**config.mk**
```make
export PLATFORM = sky130hd
export DESIGN_NAME = bcd_calendar
export DESIGN_NICKNAME = d
export VERILOG_FILES = /design/src/rtl/bcd_cal_pkg.sv /design/src/rtl/bcd_cal_prescaler.sv /design/src/rtl/bcd_cal_time.sv /design/src/rtl/bcd_cal_date.sv /design/src/rtl/bcd_calendar.sv
export SDC_FILE = /design/constraint.sdc
export NUM_CORES = 1
export LEC_CHECK = 0
export ABC_AREA = 1
export BUFFER_PORTS_ARGS = -buffer_cell sky130_fd_sc_hd__clkbuf_2
export CAP_MARGIN = 10
export CORE_MARGIN = 2
export CORE_UTILIZATION = 45
export CTS_BUF_LIST = sky130_fd_sc_hd__clkbuf_8 sky130_fd_sc_hd__clkbuf_16
export DETAILED_ROUTE_END_ITERATION = 12
export MAX_ROUTING_LAYER = met4
export PLACE_DENSITY = 0.7
export SYNTH_ARGS = -nofsm -noshare
export SYNTH_HDL_FRONTEND = slang
export SYNTH_SLANG_ARGS = --single-unit
```
**constraint.sdc**
```tcl
create_clock -name clk_i -period 2.45 [get_ports clk_i]
set_input_delay 0.245 -clock clk_i [delete_from_list [all_inputs] [get_ports clk_i]]
set_output_delay 0.245 -clock clk_i [all_outputs]
set_load 0.02 [all_outputs]
```
**src/rtl/bcd_cal_pkg.sv**
```systemverilog
package bcd_cal_pkg;

   localparam int WORD_W = 24;

   // BCD step of a two-digit value; callers handle the wrap themselves
   function automatic logic [7:0] bcd_inc8(input logic [7:0] v);
      if (v[3:0] == 4'd9) return {v[7:4] + 4'd1, 4'd0};
      else                return {v[7:4], v[3:0] + 4'd1};
   endfunction

   // true when a two-digit BCD year is a multiple of four
   function automatic logic bcd_year_div4(input logic [7:0] y);
      if (y[4]) return (y[3:0] == 4'd2) || (y[3:0] == 4'd6);
      else      return (y[3:0] == 4'd0) || (y[3:0] == 4'd4) || (y[3:0] == 4'd8);
   endfunction

   function automatic logic [5:0] month_last_day(input logic [4:0] m, input logic feb29);
      case (m)
         5'h02:                      return feb29 ? 6'h29 : 6'h28;
         5'h04, 5'h06, 5'h09, 5'h11: return 6'h30;
         default:                    return 6'h31;
      endcase
   endfunction

   // time-of-day digit pairs: 0 = seconds, 1 = minutes, 2 = hours
   function automatic int time_width(input int idx);
      return (idx == 2) ? 6 : 7;
   endfunction

   function automatic logic [7:0] time_limit(input int idx);
      return (idx == 2) ? 8'h23 : 8'h59;
   endfunction

endpackage

```
**src/rtl/bcd_cal_prescaler.sv**
```systemverilog
module bcd_cal_prescaler #(
   parameter int ADIV_W = 7,
   parameter int SDIV_W = 15,
   parameter int A_RST  = 127,
   parameter int S_RST  = 255
) (
   input  logic              clk_i,
   input  logic              rst_n,
   input  logic              hold_i,
   input  logic              load_i,
   input  logic [ADIV_W-1:0] a_new_i,
   input  logic [SDIV_W-1:0] s_new_i,
   output logic [ADIV_W-1:0] a_rld_o,
   output logic [SDIV_W-1:0] s_rld_o,
   output logic              tick_o
);

   logic [ADIV_W-1:0] a_cnt_q;
   logic [SDIV_W-1:0] s_cnt_q;
   logic              a_zero;
   logic              s_zero;

   assign a_zero = (a_cnt_q == '0);
   assign s_zero = (s_cnt_q == '0);
   assign tick_o = !hold_i && a_zero && s_zero;

   always_ff @(posedge clk_i or negedge rst_n) begin
      if (!rst_n) begin
         a_rld_o <= ADIV_W'(A_RST);
         s_rld_o <= SDIV_W'(S_RST);
         a_cnt_q <= ADIV_W'(A_RST);
         s_cnt_q <= SDIV_W'(S_RST);
      end else if (load_i) begin
         a_rld_o <= a_new_i;
         s_rld_o <= s_new_i;
         a_cnt_q <= a_new_i;
         s_cnt_q <= s_new_i;
      end else if (hold_i) begin
         a_cnt_q <= a_rld_o;
         s_cnt_q <= s_rld_o;
      end else if (a_zero) begin
         a_cnt_q <= a_rld_o;
         s_cnt_q <= s_zero ? s_rld_o : s_cnt_q - SDIV_W'(1);
      end else begin
         a_cnt_q <= a_cnt_q - ADIV_W'(1);
      end
   end

endmodule

```
**src/rtl/bcd_cal_time.sv**
```systemverilog
module bcd_cal_time
   import bcd_cal_pkg::*;
(
   input  logic              clk_i,
   input  logic              rst_n,
   input  logic              adv_i,
   input  logic              load_i,
   input  logic [WORD_W-1:0] load_word_i,
   output logic [WORD_W-1:0] time_o,
   output logic              day_carry_o
);

   localparam int UNITS = 3;

   logic [UNITS:0] carry;
   assign carry[0]    = adv_i;
   assign day_carry_o = carry[UNITS];

   wire unused_pad_bits = ^{load_word_i[23:22], load_word_i[15], load_word_i[7]};

   for (genvar u = 0; u < UNITS; u++) begin : g_unit
      localparam int         W   = time_width(u);
      localparam logic [7:0] LIM = time_limit(u);

      logic [W-1:0] val_q;
      logic         at_lim;

      assign at_lim       = (8'(val_q) == LIM);
      assign carry[u+1]   = carry[u] && at_lim;
      assign time_o[u*8 +: W] = val_q;

      if (W < 8) begin : g_pad
         assign time_o[u*8+W +: 8-W] = '0;
      end

      always_ff @(posedge clk_i or negedge rst_n) begin
         if (!rst_n)        val_q <= '0;
         else if (load_i)   val_q <= load_word_i[u*8 +: W];
         else if (carry[u]) val_q <= at_lim ? '0 : W'(bcd_inc8(8'(val_q)));
      end
   end

endmodule

```
**src/rtl/bcd_cal_date.sv**
```systemverilog
module bcd_cal_date
   import bcd_cal_pkg::*;
#(
   parameter bit LEAP_EN = 1'b1
) (
   input  logic              clk_i,
   input  logic              rst_n,
   input  logic              adv_i,
   input  logic              load_i,
   input  logic [WORD_W-1:0] load_word_i,
   output logic [WORD_W-1:0] date_o
);

   logic [5:0] day_q;
   logic [4:0] mon_q;
   logic [2:0] wday_q;
   logic [7:0] year_q;
   logic       feb29;
   logic [5:0] last_day;
   logic       month_end;
   logic       year_end;

   wire unused_pad_bits = ^load_word_i[7:6];

   if (LEAP_EN) begin : g_leap
      assign feb29 = bcd_year_div4(year_q);
   end else begin : g_no_leap
      assign feb29 = 1'b0;
   end

   assign last_day  = month_last_day(mon_q, feb29);
   assign month_end = (day_q == last_day);
   assign year_end  = month_end && (mon_q == 5'h12);
   assign date_o    = {year_q, wday_q, mon_q, 2'b00, day_q};

   always_ff @(posedge clk_i or negedge rst_n) begin
      if (!rst_n) begin
         day_q  <= 6'h01;
         mon_q  <= 5'h01;
         wday_q <= 3'd1;
         year_q <= 8'h00;
      end else if (load_i) begin
         day_q  <= load_word_i[5:0];
         mon_q  <= load_word_i[12:8];
         wday_q <= load_word_i[15:13];
         year_q <= load_word_i[23:16];
      end else if (adv_i) begin
         wday_q <= (wday_q == 3'd7) ? 3'd1 : wday_q + 3'd1;
         day_q  <= month_end ? 6'h01 : 6'(bcd_inc8(8'(day_q)));
         if (month_end)
            mon_q <= (mon_q == 5'h12) ? 5'h01 : 5'(bcd_inc8(8'(mon_q)));
         if (year_end)
            year_q <= (year_q == 8'h99) ? 8'h00 : bcd_inc8(year_q);
      end
   end

endmodule

```
**src/rtl/bcd_calendar.sv**
```systemverilog
module bcd_calendar
   import bcd_cal_pkg::*;
#(
   parameter int ADIV_W  = 7,
   parameter int SDIV_W  = 15,
   parameter int A_RST   = 127,
   parameter int S_RST   = 255,
   parameter bit LEAP_EN = 1'b1
) (
   input  logic              clk_i,
   input  logic              rst_n,
   input  logic              hold_i,
   input  logic              wr_time_i,
   input  logic              wr_date_i,
   input  logic              wr_presc_i,
   input  logic [WORD_W-1:0] wr_data_i,
   output logic [WORD_W-1:0] time_o,
   output logic [WORD_W-1:0] date_o,
   output logic [WORD_W-1:0] presc_o,
   output logic              sec_tick_o,
   output logic              init_done_o
);

   localparam int A_POS = 16;
   localparam int S_POS = 0;

   if (ADIV_W < 1 || ADIV_W > 8) begin : g_bad_adiv
      $error("ADIV_W must lie in 1..8");
   end
   if (SDIV_W < 1 || SDIV_W > 16) begin : g_bad_sdiv
      $error("SDIV_W must lie in 1..16");
   end
   if (A_RST < 0 || A_RST >= (1 << ADIV_W)) begin : g_bad_arst
      $error("A_RST does not fit ADIV_W");
   end
   if (S_RST < 0 || S_RST >= (1 << SDIV_W)) begin : g_bad_srst
      $error("S_RST does not fit SDIV_W");
   end

   logic [ADIV_W-1:0] a_rld;
   logic [SDIV_W-1:0] s_rld;
   logic              tick;
   logic              any_wr;
   logic              advance;
   logic              day_carry;

   assign any_wr  = wr_time_i || wr_date_i || wr_presc_i;
   assign advance = tick && !any_wr;

   bcd_cal_prescaler #(
      .ADIV_W (ADIV_W),
      .SDIV_W (SDIV_W),
      .A_RST  (A_RST),
      .S_RST  (S_RST)
   ) u_div (
      .clk_i   (clk_i),
      .rst_n   (rst_n),
      .hold_i  (hold_i),
      .load_i  (wr_presc_i),
      .a_new_i (wr_data_i[A_POS +: ADIV_W]),
      .s_new_i (wr_data_i[S_POS +: SDIV_W]),
      .a_rld_o (a_rld),
      .s_rld_o (s_rld),
      .tick_o  (tick)
   );

   bcd_cal_time u_time (
      .clk_i       (clk_i),
      .rst_n       (rst_n),
      .adv_i       (advance),
      .load_i      (wr_time_i),
      .load_word_i (wr_data_i),
      .time_o      (time_o),
      .day_carry_o (day_carry)
   );

   bcd_cal_date #(
      .LEAP_EN (LEAP_EN)
   ) u_date (
      .clk_i       (clk_i),
      .rst_n       (rst_n),
      .adv_i       (day_carry),
      .load_i      (wr_date_i),
      .load_word_i (wr_data_i),
      .date_o      (date_o)
   );

   always_comb begin
      presc_o                   = '0;
      presc_o[A_POS +: ADIV_W]  = a_rld;
      presc_o[S_POS +: SDIV_W]  = s_rld;
   end

   assign sec_tick_o  = tick;
   assign init_done_o = |date_o[23:16];

endmodule

```
# == Word-level counts from Yosys, hierarchy flattened ==
# Index checks and enable logic that the tools add are counted.
# op_classes
n_addsub,15
n_eq_ne,22
mux,39
reduce_logical,40
# op_table
op,count
$mux 7,11
$mux 15,4
$mux 6,8
$mux 8,5
$add 4x1->4 const B,7
$eq 4x4->1 const B,7
$mux 5,5
$reduce_bool 3->1,7
$logic_not 15->1,1
$sub 15x1->15 const B,1
$eq 7x7->1 const B,2
$pmux 6 s2,1
$reduce_and 2->1,6
$reduce_bool 2->1,6
$eq 5x3->1 const B,2
$eq 5x5->1 const B,2
$add 3x1->3 const B,3
$mux 3,3
$eq 4x3->1 const B,2
$eq 8x8->1 const B,1
$reduce_or 8->1,1
$logic_and 1x1->1,7
$logic_not 7->1,1
$sub 7x1->7 const B,1
14 further kinds,22
# totals
reg_bits,86
in_bits,30
word_cells,133

# == Longest topological paths before layout ==
# logic_depth
depth_word,11
mapped_depth,13
mapped_depth_nobuf,13

# == Hierarchy ==
# Synthesis repeated with hierarchy kept, for this count alone.
# unflattened
hier_cells,807
area_unflattened_um2,5804.3
# by_module_without_submodules
mod,n_inst,cells_each,area_each_um2,seq_area_each_um2
bcd_cal_prescaler,1,359,2662.6,1138.6
bcd_cal_date,1,235,1624.1,554.3
bcd_cal_time,1,192,1425.1,500.5
bcd_calendar,1,21,92.6,0.0

# == Worst setup path before layout ==
# OpenSTA, ideal clock, no wires.
# synth_timing
kind,reg-to-output
from,register u_div.s_cnt_q[0]
to,output sec_tick_o
t_arrival_ns,1.688
required_time_ns,2.205
setup_slack_ns,0.517
path_stages_with_launch,9
n_path_buf,0
cell_sequence,dfstp_2 -> inv_1 -> ha_1 -> nand3_2 -> nor2_4 -> nand2_1 -> nor2_1 -> nand4_1 -> nor3_1
# synth_via
elab_chain_len,2
# synth_rtl
element,line,rtl
"start, declared",bcd_cal_prescaler.sv:19,logic [SDIV_W-1:0] s_cnt_q;
"start signal, assigned",bcd_cal_prescaler.sv:32,s_cnt_q <= SDIV_W'(S_RST);
"start signal, assigned",bcd_cal_prescaler.sv:37,s_cnt_q <= s_new_i;
"start signal, assigned",bcd_cal_prescaler.sv:40,s_cnt_q <= s_rld_o;
$logic_not 15->1,bcd_cal_prescaler.sv:24,assign s_zero = (s_cnt_q == '0);
$logic_and 1x1->1,bcd_cal_prescaler.sv:25,assign tick_o = !hold_i && a_zero && s_zero;
"end, declared",bcd_calendar.sv:20,"output logic sec_tick_o,"
# Every way passes these cells.

# == Worst setup path after layout ==
# Ends and elaborated chain as after synthesis.

==> impl_metrics.toml <==
[synthesis]
synth_top_area_share = 0.251
synth_area_leaders = "dfrtp_1, dfstp_2, nand2_1, nand3_1, inv_1"
syn_avg_cell_area_um2 = 7.51
ys_types = 46
synthXorXnorAreaFrac = 0.0365
synth_async_sr_flop_share = 1.00
netlist_area_um2 = 5280
synthAdderAreaFrac = 0.0403
ys.flop_type = "dfrtp_1"
synth_edf_count = 0
postSynthCellCount = 703
synth_top_cell_by_area = "dfrtp_1"
synth_compound_area_frac = 0.121
ys_warn_count = 0
synth_top_family_by_area = "simple AND/OR/NAND/NOR gates"
ys_seq_area_frac = 0.415
synth-seq-cells = 86
synth.area.mux_share = 0
synthSimpleGateAreaFrac = 0.301

[placed_design]
preCtsSetupSlack_ps = 267
port_buffers = 95
gp_congestion = 0.946
hpwl_um = 10800
post_dp_cell_area_um2 = 5890

[sta]
finalHoldViolations = 0
max_freq_mhz = 437
fin_crit_ps = 2290
finClkSkew_ps = 10.6
worst_slack_ps = 161
drv_slew = 0
relSlewSlack = 0.632
tns_ps = 0
tightestPinTransition_ps = 547
period_share = 0.934
finalSetupViolations = 0
rsz0062_at_grt = "false"

[layout]
fin_nets = 847
multi_input_area_um2 = 2670
nFillCells = 1072
stdcell_area_um2 = 6200
area_growth_syn_to_layout_pct = 17.5
diodes = 0
drive_gt1_frac = 0.220
regArea_um2 = 2190

[grt]
grt_usage = 0.242
grt.overflow.total = 0
grt_max_degree = 50
grt_pass1_wl_um = 23900
grt_pass1_vias = 4872
antenna_found_initial = 0

[drt]
wl_per_cell_um = 15.4
drtIter0Drc = 473
routed_via_density = 5.43
drt-pass1-iter-count = 6
drt_wl_total_um = 14600
drc_errors = 0
vias = 5152
ant_nets = 0

[critical_path]
critPathCaptureType = "primary output"
critPathArrivalTime_ps = 2040
crit_type = "reg -> out"
critPathLaunchType = "flip-flop"
cp.required_ps = 2200
cp_max_fo = 5

[clocking]
cts-root-buf = "clkbuf_16"
clk_transition_reported_paths_ps = 60
clk_latency_ps = 350
clk_path_buf_depth = 2
cts_tree = "built"
cts.sinks = 86
cts-buffers-inserted = 9
htreeDepth = 3

[worst_hold_path]
hp-class = "in -> reg"

[power_and_ir_drop]
powerDensity_nw_per_um2 = 716
ir_worst_vdd_uv = 308
total_leakage_power_nw = 3.16

[run_status]
status = "complete, no violations"

[floorplanning]
boundaryPins = 104
fp-row-count = 39
core_um2 = 11400
start_util = 0.463
die_area_um2 = 12600
die_x_um = 112
die_y_um = 112

[flow_run]
drv_cap = 0
-- final cells by class --
type / instances / share of cell area
inverters: 78 / 0.0472
clock buffers: 10 / 0.0385
well taps: 143 / 0.0288
multi-input cells: 519 / 0.430
flip-flops and latches: 86 / 0.353
clock inverters: 6 / 0.00887
repair buffers: 106 / 0.0928
-- worst max-delay path: stages, from the launching register on --
cell and delay, ps:
dfstp_2 370, inv_1 100, ha_2 220, nand3_2 130, nor2_4 160, nand2_1 120, nor2_2 120, nand4_1 160
nor3_2 140, buf_2 180
-- state kept, by name (all words and copies together) (netlist names), 5 cells and up --
register	cells
u_div.s_rld_o	15
u_date.year_q	8
u_time.g_unit.val_q	20
u_div.a_cnt_q	7
u_date.day_q	6
u_date.mon_q	5
u_div.a_rld_o	7
u_div.s_cnt_q	15
-- what timing repair did --
action | 4_1_cts | 5_1_grt
buffers inserted | 0 | 0
hold buffers | 1 | 0
resized for setup | 0 | 4
endpoints found under the hold margin | 20 | 0
endpoints found under the setup margin | 0 | 7
-- power by group --
group	internal (mW)	switching, mW
registers	1.66	0.238
clock network	0.806	0.551
logic	0.411	0.779
total	2.88	1.57
-- worst paths after layout --
path,start,to,slack (ps),depth (start not counted)
setup / recovery,u_div.s_cnt_q[0]$_DFFE_PN1P_,sec_tick_o,160,9
hold / removal,wr_data_i[7],u_div.s_rld_o[7]$_DFFE_PN1P_,90,3
setup reg to reg,u_div.s_cnt_q[0]$_DFFE_PN1P_,u_date.year_q[3]$_DFFE_PN0P_,260,11
hold reg to reg,u_div.s_rld_o[7]$_DFFE_PN1P_,u_div.s_rld_o[7]$_DFFE_PN1P_,470,2
max in group asynchronous,rst_n,u_div.a_rld_o[4]$_DFFE_PN1P_,1340,3
min in group asynchronous,rst_n,u_time.g_unit[1].val_q[2]$_DFFE_PN0P_,410,2
-- metal layers --
layer,track usage,share of wire,up-vias
met5,-,0,-
met4,0.0894,0.022,0
met3,0.0281,0.058,21
met2,0.381,0.48,209
met1,0.325,0.44,2438
li1,-,-,2484
-- metrics by stage --
stage          hold slack, ps  power (mW)   util  cells
6_report                 94.5        4.44  0.543    948
2_1_floorplan           -50.6        2.68      -    710
5_1_grt                   129        4.71  0.543    948
4_1_cts                  90.5        4.47  0.543    948
3_5_place_dp              257        3.09  0.516    931
3_3_place_gp              253        3.05  0.516    931
-- cells in the mapped netlist (2+ instances only) --
cell / count
o211ai_1: 11
nand4_1: 14
nand3b_1: 3
nor3_1: 6
inv_1: 74
nand3_1: 65
buf_4: 9
o21bai_1: 2
nand2_4: 2
o221ai_1: 2
o21ai_0: 50
dfstp_2: 33
buf_6: 3
o21ai_1: 8
inv_2: 4
o311ai_0: 2
buf_1: 3
xnor2_1: 9
a21oi_1: 11
nor2_2: 4
clkbuf_1: 9
o31ai_1: 3
nor2_1: 56
nand2_1: 205
nand2_2: 4
xor2_1: 13
ha_1: 17
o22ai_1: 3
o21a_1: 3
dfrtp_1: 53
a31oi_1: 5
buf_2: 3
-- cells in the final DEF (no fill, tap or decap), types with 4 or more instances in the layout --
master     count
a21oi_1       11
a31oi_1        5
buf_4         10
clkbuf_16      9
clkbuf_2      93
conb_1         8
dfrtp_1       53
dfstp_2       33
ha_1          16
inv_1         76
inv_2          4
nand2_1      205
nand2_2        4
nand3_1       65
nand4_1       14
nor2_1        55
nor2_2         5
nor3_1         5
o211ai_1      11
o21ai_0       50
o21ai_1        8
xnor2_1        9
xor2_1        13
-- kinds of logic (layout without fill, tap and decap cells) --
group | Yosys count | count (layout)
xor+xnor | 22 | 22
compound gates | 106 | 106
simple gates | 366 | 366
buf+inv | 105 | 200
flops | 86 | 86
other cells | 1 | 8
fa+ha+maj | 17 | 17
No activity file was read; power rests on OpenSTA's default activity.
